===== config.mk =====
export PLATFORM = sky130hd
export DESIGN_NAME = issue_interlock
export DESIGN_NICKNAME = d
export VERILOG_FILES = /design/src/rtl/ilk_pkg.sv /design/src/rtl/ilk_lat_decode.sv /design/src/rtl/ilk_reg_timer.sv /design/src/rtl/ilk_src_check.sv /design/src/rtl/issue_interlock.sv
export SDC_FILE = /design/constraint.sdc
export NUM_CORES = 1
export LEC_CHECK = 0
export BUFFER_PORTS_ARGS = -buffer_cell sky130_fd_sc_hd__buf_2
export CELL_PAD_IN_SITES_DETAIL_PLACEMENT = 1
export CELL_PAD_IN_SITES_GLOBAL_PLACEMENT = 1
export CORE_MARGIN = 4
export CORE_UTILIZATION = 35
export DETAILED_ROUTE_END_ITERATION = 8
export GPL_TIMING_DRIVEN = 0
export PLACE_DENSITY_LB_ADDON = 0.2
export SLEW_MARGIN = 20
export SYNTH_ARGS = -nofsm -noshare
export SYNTH_HDL_FRONTEND = slang
export SYNTH_HIERARCHICAL = 1
export SYNTH_SLANG_ARGS = --single-unit

===== constraint.sdc =====
create_clock -name clk -period 7.55 [get_ports clk]
set_input_delay 0.755 -clock clk [delete_from_list [all_inputs] [get_ports clk]]
set_output_delay 0.755 -clock clk [all_outputs]
set_load 0.01 [all_outputs]

===== src/rtl/ilk_pkg.sv =====
`timescale 1ns/1ps
package ilk_pkg;

   // longest early-read latency among all classes
   localparam int MAX_LAT = 5;
   localparam int NDST    = 2;

   typedef enum logic [3:0] {
      CLS_ALU     = 4'd0,
      CLS_ALU_SHI = 4'd1,
      CLS_ALU_SHR = 4'd2,
      CLS_MUL32   = 4'd3,
      CLS_MUL64   = 4'd4,
      CLS_MUL16   = 4'd5,
      CLS_LD_WORD = 4'd6,
      CLS_LD_BYTE = 4'd7,
      CLS_LD_MULT = 4'd8,
      CLS_STORE   = 4'd9,
      CLS_NONE    = 4'd10
   } op_class_e;

endpackage


===== src/rtl/ilk_lat_decode.sv =====
`timescale 1ns/1ps
module ilk_lat_decode #(
   parameter int CW = 3
) (
   input  logic [3:0]    cls,
   output logic          writes,
   output logic [CW-1:0] load_val
);
   import ilk_pkg::*;

   logic [3:0] early_lat;

   always_comb begin
      writes    = 1'b1;
      early_lat = 4'd0;
      case (cls)
         CLS_ALU, CLS_ALU_SHI:         early_lat = 4'd2;
         CLS_ALU_SHR:                  early_lat = 4'd3;
         CLS_MUL32:                    early_lat = 4'd4;
         CLS_MUL64:                    early_lat = 4'd5;
         CLS_MUL16:                    early_lat = 4'd3;
         CLS_LD_WORD:                  early_lat = 4'd3;
         CLS_LD_BYTE, CLS_LD_MULT:     early_lat = 4'd4;
         default: begin
            writes    = 1'b0;
            early_lat = 4'd1;
         end
      endcase
   end

   // counter holds cycles still to wait for an early reader, minus one
   assign load_val = CW'(early_lat - 4'd1);

endmodule


===== src/rtl/ilk_reg_timer.sv =====
`timescale 1ns/1ps
module ilk_reg_timer #(
   parameter int CW       = 3,
   parameter int MAX_LOAD = 4
) (
   input  logic          clk,
   input  logic          rst_n,
   input  logic          ld,
   input  logic [CW-1:0] ld_val,
   output logic [CW-1:0] cnt
);

   always_ff @(posedge clk or negedge rst_n) begin
      if (!rst_n)
         cnt <= '0;
      else if (ld)
         cnt <= ld_val;
      else if (cnt != '0)
         cnt <= cnt - CW'(1);
   end


   cnt_bound_chk: assert property (@(posedge clk) disable iff (!rst_n)
      cnt <= CW'(MAX_LOAD));


   cnt_step_chk: assert property (@(posedge clk) disable iff (!rst_n)
      (!ld && cnt != '0) |=> (cnt == $past(cnt) - CW'(1)));


   cnt_rest_chk: assert property (@(posedge clk) disable iff (!rst_n)
      (!ld && cnt == '0) |=> (cnt == '0));

endmodule


===== src/rtl/ilk_src_check.sv =====
`timescale 1ns/1ps
module ilk_src_check #(
   parameter int CW          = 3,
   parameter bit LATE_RELIEF = 1'b1
) (
   input  logic          vld,
   input  logic          early,
   input  logic [CW-1:0] cnt,
   output logic          blocked
);

   logic not_ready;

   generate
      if (LATE_RELIEF) begin : g_two_point
         // late readers tolerate one more remaining cycle
         assign not_ready = early ? (cnt != '0) : (cnt > CW'(1));
      end else begin : g_one_point
         assign not_ready = (cnt != '0);
      end
   endgenerate

   assign blocked = vld & not_ready;

endmodule


===== src/rtl/issue_interlock.sv =====
`timescale 1ns/1ps
module issue_interlock #(
   parameter int NREG        = 16,
   parameter int NSRC        = 3,
   parameter bit LATE_RELIEF = 1'b1,
   localparam int RW         = $clog2(NREG),
   localparam int CW         = $clog2(ilk_pkg::MAX_LAT)
) (
   input  logic                 clk,
   input  logic                 rst_n,
   input  logic                 iss_valid,
   input  logic [3:0]           iss_class,
   input  logic [NSRC-1:0]      src_vld,
   input  logic [NSRC*RW-1:0]   src_idx,
   input  logic [NSRC-1:0]      src_early,
   input  logic [1:0]           dst_vld,
   input  logic [2*RW-1:0]      dst_idx,
   output logic                 stall,
   output logic [NREG-1:0]      sb_busy,
   output logic [NREG*CW-1:0]   sb_count
);
   import ilk_pkg::*;

   localparam int MAX_LOAD = MAX_LAT - 1;

   generate
      if (NREG < 2 || NREG != (1 << RW)) begin : g_bad_nreg
         $error("NREG must be a power of two, at least 2");
      end
      if (NSRC < 1) begin : g_bad_nsrc
         $error("NSRC must be at least 1");
      end
      if (MAX_LOAD >= (1 << CW)) begin : g_bad_cw
         $error("counter width too small for longest latency");
      end
   endgenerate

   logic          writes_w;
   logic [CW-1:0] load_val;
   logic          accept;
   logic          hazard;
   logic [CW-1:0] cnt_a   [NREG];
   logic [NSRC-1:0] blocked;

   ilk_lat_decode #(.CW(CW)) u_dec (
      .cls      (iss_class),
      .writes   (writes_w),
      .load_val (load_val)
   );

   assign accept = iss_valid & ~stall & writes_w;

   generate
      for (genvar r = 0; r < NREG; r++) begin : g_reg
         logic hit;
         always_comb begin
            hit = 1'b0;
            for (int d = 0; d < NDST; d++)
               if (dst_vld[d] && dst_idx[d*RW +: RW] == RW'(r))
                  hit = 1'b1;
         end

         ilk_reg_timer #(.CW(CW), .MAX_LOAD(MAX_LOAD)) u_tmr (
            .clk    (clk),
            .rst_n  (rst_n),
            .ld     (accept & hit),
            .ld_val (load_val),
            .cnt    (cnt_a[r])
         );

         assign sb_busy[r]             = (cnt_a[r] != '0);
         assign sb_count[r*CW +: CW]   = cnt_a[r];
      end

      for (genvar s = 0; s < NSRC; s++) begin : g_src
         logic early_eff;
         // a plain ALU consumer never reads early
         assign early_eff = src_early[s] & (iss_class != CLS_ALU);

         ilk_src_check #(.CW(CW), .LATE_RELIEF(LATE_RELIEF)) u_chk (
            .vld     (src_vld[s]),
            .early   (early_eff),
            .cnt     (cnt_a[src_idx[s*RW +: RW]]),
            .blocked (blocked[s])
         );
      end
   endgenerate

   assign hazard = |blocked;
   assign stall  = iss_valid & hazard;


   stall_needs_issue_chk: assert property (@(posedge clk) disable iff (!rst_n)
      stall |-> iss_valid);


   no_mark_on_stall_chk: assert property (@(posedge clk) disable iff (!rst_n)
      stall |=> ((sb_busy & ~$past(sb_busy)) == '0));


   no_result_chk: assert property (@(posedge clk) disable iff (!rst_n)
      (iss_valid && !writes_w) |=> ((sb_busy & ~$past(sb_busy)) == '0));


   long_pair_chk: assert property (@(posedge clk) disable iff (!rst_n)
      (iss_valid && !stall && iss_class == CLS_MUL64 && dst_vld == 2'b11)
      |=> (sb_busy[$past(dst_idx[RW-1:0])] && sb_busy[$past(dst_idx[2*RW-1:RW])]));

endmodule


==> metrics.txt <==
crit end category=flip-flop; synth top area cells=dfrtp_1 (24%), mux4_1 (13%), ha_1 (8.4%); R2R Path Start=g_reg[1].u_tmr/cnt[2]; Yosys top cell area share=0.244; switching share of power=0.443; Syn Inst Count=500; FF-to-FF path depth=11; first-pass GRT wire length=25600 um; 1st-iter DRT viols=210; fillers=1597; # diodes=0; GR Util met3=0.0320; Synth Cell Area=4920 um2; Core ar.=13800 um2; worst r2r dst=g_reg[10].u_tmr/cnt[1]; min-delay worst type=primary input to asynchronous set/reset pin; Seq pwr share=0.326; MaxCap Viol Count=0; initial core utilization=0.356; Worst-Margin Slew=between 0.7 and 0.8 ns; hold slack final=0.499 ns; Pins Over Slew Limit=0; share of flip-flops with an asynchronous set or reset=1.00; Top FF cell, synth=dfrtp_1; Leakage=2.52 nW; largest registers=g.u_tmr/cnt x48; root buffer cell=clkbuf_16; Final Hold Fails=0; fin crit share=0.555; CP required=7.73 ns; crit start category=primary input; DRC=0; initial antenna violation count=0; FMAX=~240 MHz; sw power=roughly 950 uW; Top reg by flops=g.u_tmr/cnt; Final Util=0.424; Int Power=1.19 mW; Final Wtd Congestion=0.840; syn_area_per_cell=a little under 10 um2; GR Util All Layers=0.198; vias in the first global route=4858; H-tree levels=2; combinational power share=0.545; Seq/Total Area, Yosys=0.244; Min Clock Period, post-route=4.19 ns; setup TNS=0 ns; Clock Path Buffers=2; Nets=about 680; Relative slew margins=0.508; Clk network pwr share=0.129; cts bufs inserted=5; Post-CTS Setup Bufs=0; setup violators final=0; number of synthesized flops with an enable pin=0; Port Buf Inserts=99; wire per inst=20.1 um; met2 Usage GRT=0.355; # resized after CTS=0; status=completed; skew final=0.00510 ns; unrepaired setup endpoints after global routing=false; cell with the most instances after synthesis=inv_1; DRT antenna net count=0; Reg2Reg Setup Slack=3.62 ns; FF+latch count, synth=48; DRT Wirelength=15900 um; Post-synth top cells=inv_1 (66), nor2b_1 (61), dfrtp_1 (48); worst-skew pair later-pin latency=between 0.2 and 0.3 ns; Die Span Y=127 um; met1 Usage GRT=0.250; leading area contributor after synthesis=dfrtp_1; Reg clk slew, reported paths=0.07 ns; I/O Pins=100; layout cell share with drive strength beyond 1=0.220; Crit Path Max Fanout=10; PD cells=365 nW/um2; Peak VDD IR=0.119 mV; Area Growth Syn to Fin=19.1%; syn_nets=between 500 and 600; CTS tree=done; DR vias=4592; largest net degree at the start of global routing=49; cts-stage hold buffer count=0; die area=16000 um2; Largest register FFs=48; total grt overflow=0; FP Rows=43; Top Usage Layer GRT=met2; Synth warnings=6; total power=between 2 and 2.5 mW; routed vias/inst=5.82; arrival time at the worst endpoint=4.37 ns; CTS Sinks=48; Detailed Routing Iterations Pass 1=5; DP Wirelength=between 10000 and 15000 um; synth unique cells=37; Die Width=between 100 and 150 um; Setup Crit Path Kind=primary input to flip-flop
power groups by stage:
stage	logic [mW]	clock network [mW]	registers, mW
floorplan	0.748	0	0.641
global placement	1.12	0	0.678
detailed placement	1.17	0	0.704
CTS	1.18	0.281	0.700
global route	1.29	0.292	0.741
finish	1.17	0.277	0.698
critical path, stage by stage:
cell      delay, ns
buf_2          0.11
clkbuf_1       0.47
mux4_2         0.42
a22oi_1        0.20
nand3_1        0.11
a211oi_1       0.26
nor2b_1        0.08
nor3_1         0.28
nand3_1        0.37
clkbuf_1       0.33
nor2_1         0.54
inv_1          0.14
a311oi_1       0.30
worst max-delay path by stage:
| stage | startpoint | end | slack, ns | cells past startpoint |
|---|---|---|---|---|
| final | src_idx[5] | g_reg[10].u_tmr/cnt[1] | 3.36 | 13 |
| after detailed placement | src_idx[5] | g_reg[10].u_tmr/cnt[1] | 3.05 | 13 |
| after global placement | iss_class[2] | g_reg[13].u_tmr/cnt[2] | 3.00 | 8 |
| after CTS | src_idx[5] | g_reg[10].u_tmr/cnt[1] | 3.36 | 13 |
| after global routing | src_idx[5] | g_reg[2].u_tmr/cnt[0] | 2.96 | 13 |
| after floorplan | src_idx[5] | g_reg[0].u_tmr/cnt[0] | 4.31 | 12 |
metal layers:
metal	wire, um	share of wire
met2	8080	0.51
met4	150	0.0094
met3	734	0.046
met1	6920	0.44
met5	0	0
metrics by stage:
stage	worst slack, ns	instances	area (um2)
floorplan	4.31	500	4920
global placement	3.00	779	5650
detailed placement	3.05	781	5680
CTS	3.36	789	5860
global route	2.96	789	5860
finish	3.36	789	5860
layout by cell type (no fill, tap or decap), types with 2 or more instances in the layout:
| cell type | n |
|---|---|
| buf_2 | 100 |
| inv_1 | 66 |
| nor2b_1 | 61 |
| dfrtp_1 | 48 |
| ha_1 | 33 |
| nand2b_1 | 32 |
| nor4b_1 | 32 |
| nand3_1 | 27 |
| mux4_1 | 24 |
| a22oi_1 | 18 |
| nor2_1 | 17 |
| or3_1 | 17 |
| a221oi_1 | 16 |
| a311oi_1 | 16 |
| or3b_1 | 16 |
| a31oi_1 | 16 |
| mux4_2 | 12 |
| nand2_1 | 10 |
| buf_6 | 5 |
| clkbuf_16 | 5 |
| and3b_1 | 4 |
| a21oi_1 | 4 |
| a22oi_2 | 3 |
| a211oi_1 | 3 |
| clkbuf_1 | 2 |
| and2b_1 | 2 |
| and2b_2 | 2 |
| nor3b_1 | 2 |
| and3_1 | 2 |
| clkbuf_8 | 2 |
cell type report:
| class | instances | area [um2] | area share |
|---|---|---|---|
| multi-input cells | 379 | 3440 | 0.586 |
| plain buffers | 7 | 51.3 | 0.00875 |
| flip-flops and latches | 48 | 1200 | 0.205 |
| well taps | 180 | 225 | 0.0384 |
| clock buffers | 7 | 153 | 0.0260 |
| inverters | 66 | 248 | 0.0422 |
| repair buffers | 101 | 520 | 0.0888 |
| clock inverters | 1 | 30.0 | 0.00512 |
kinds of logic (layout without fill, tap and decap cells):
logic type	Yosys count	in the layout	share of synthesized area
xor gates and xnor gates	2	2	0.00356
DFF	48	48	0.244
adders and majority gates	33	33	0.0838
buffers and inverters	73	182	0.0607
AOI/OAI and AO/OA	79	79	0.126
and+or+nand+nor	228	228	0.298
muxes	37	37	0.185
Power figures use the tool's default switching activity.
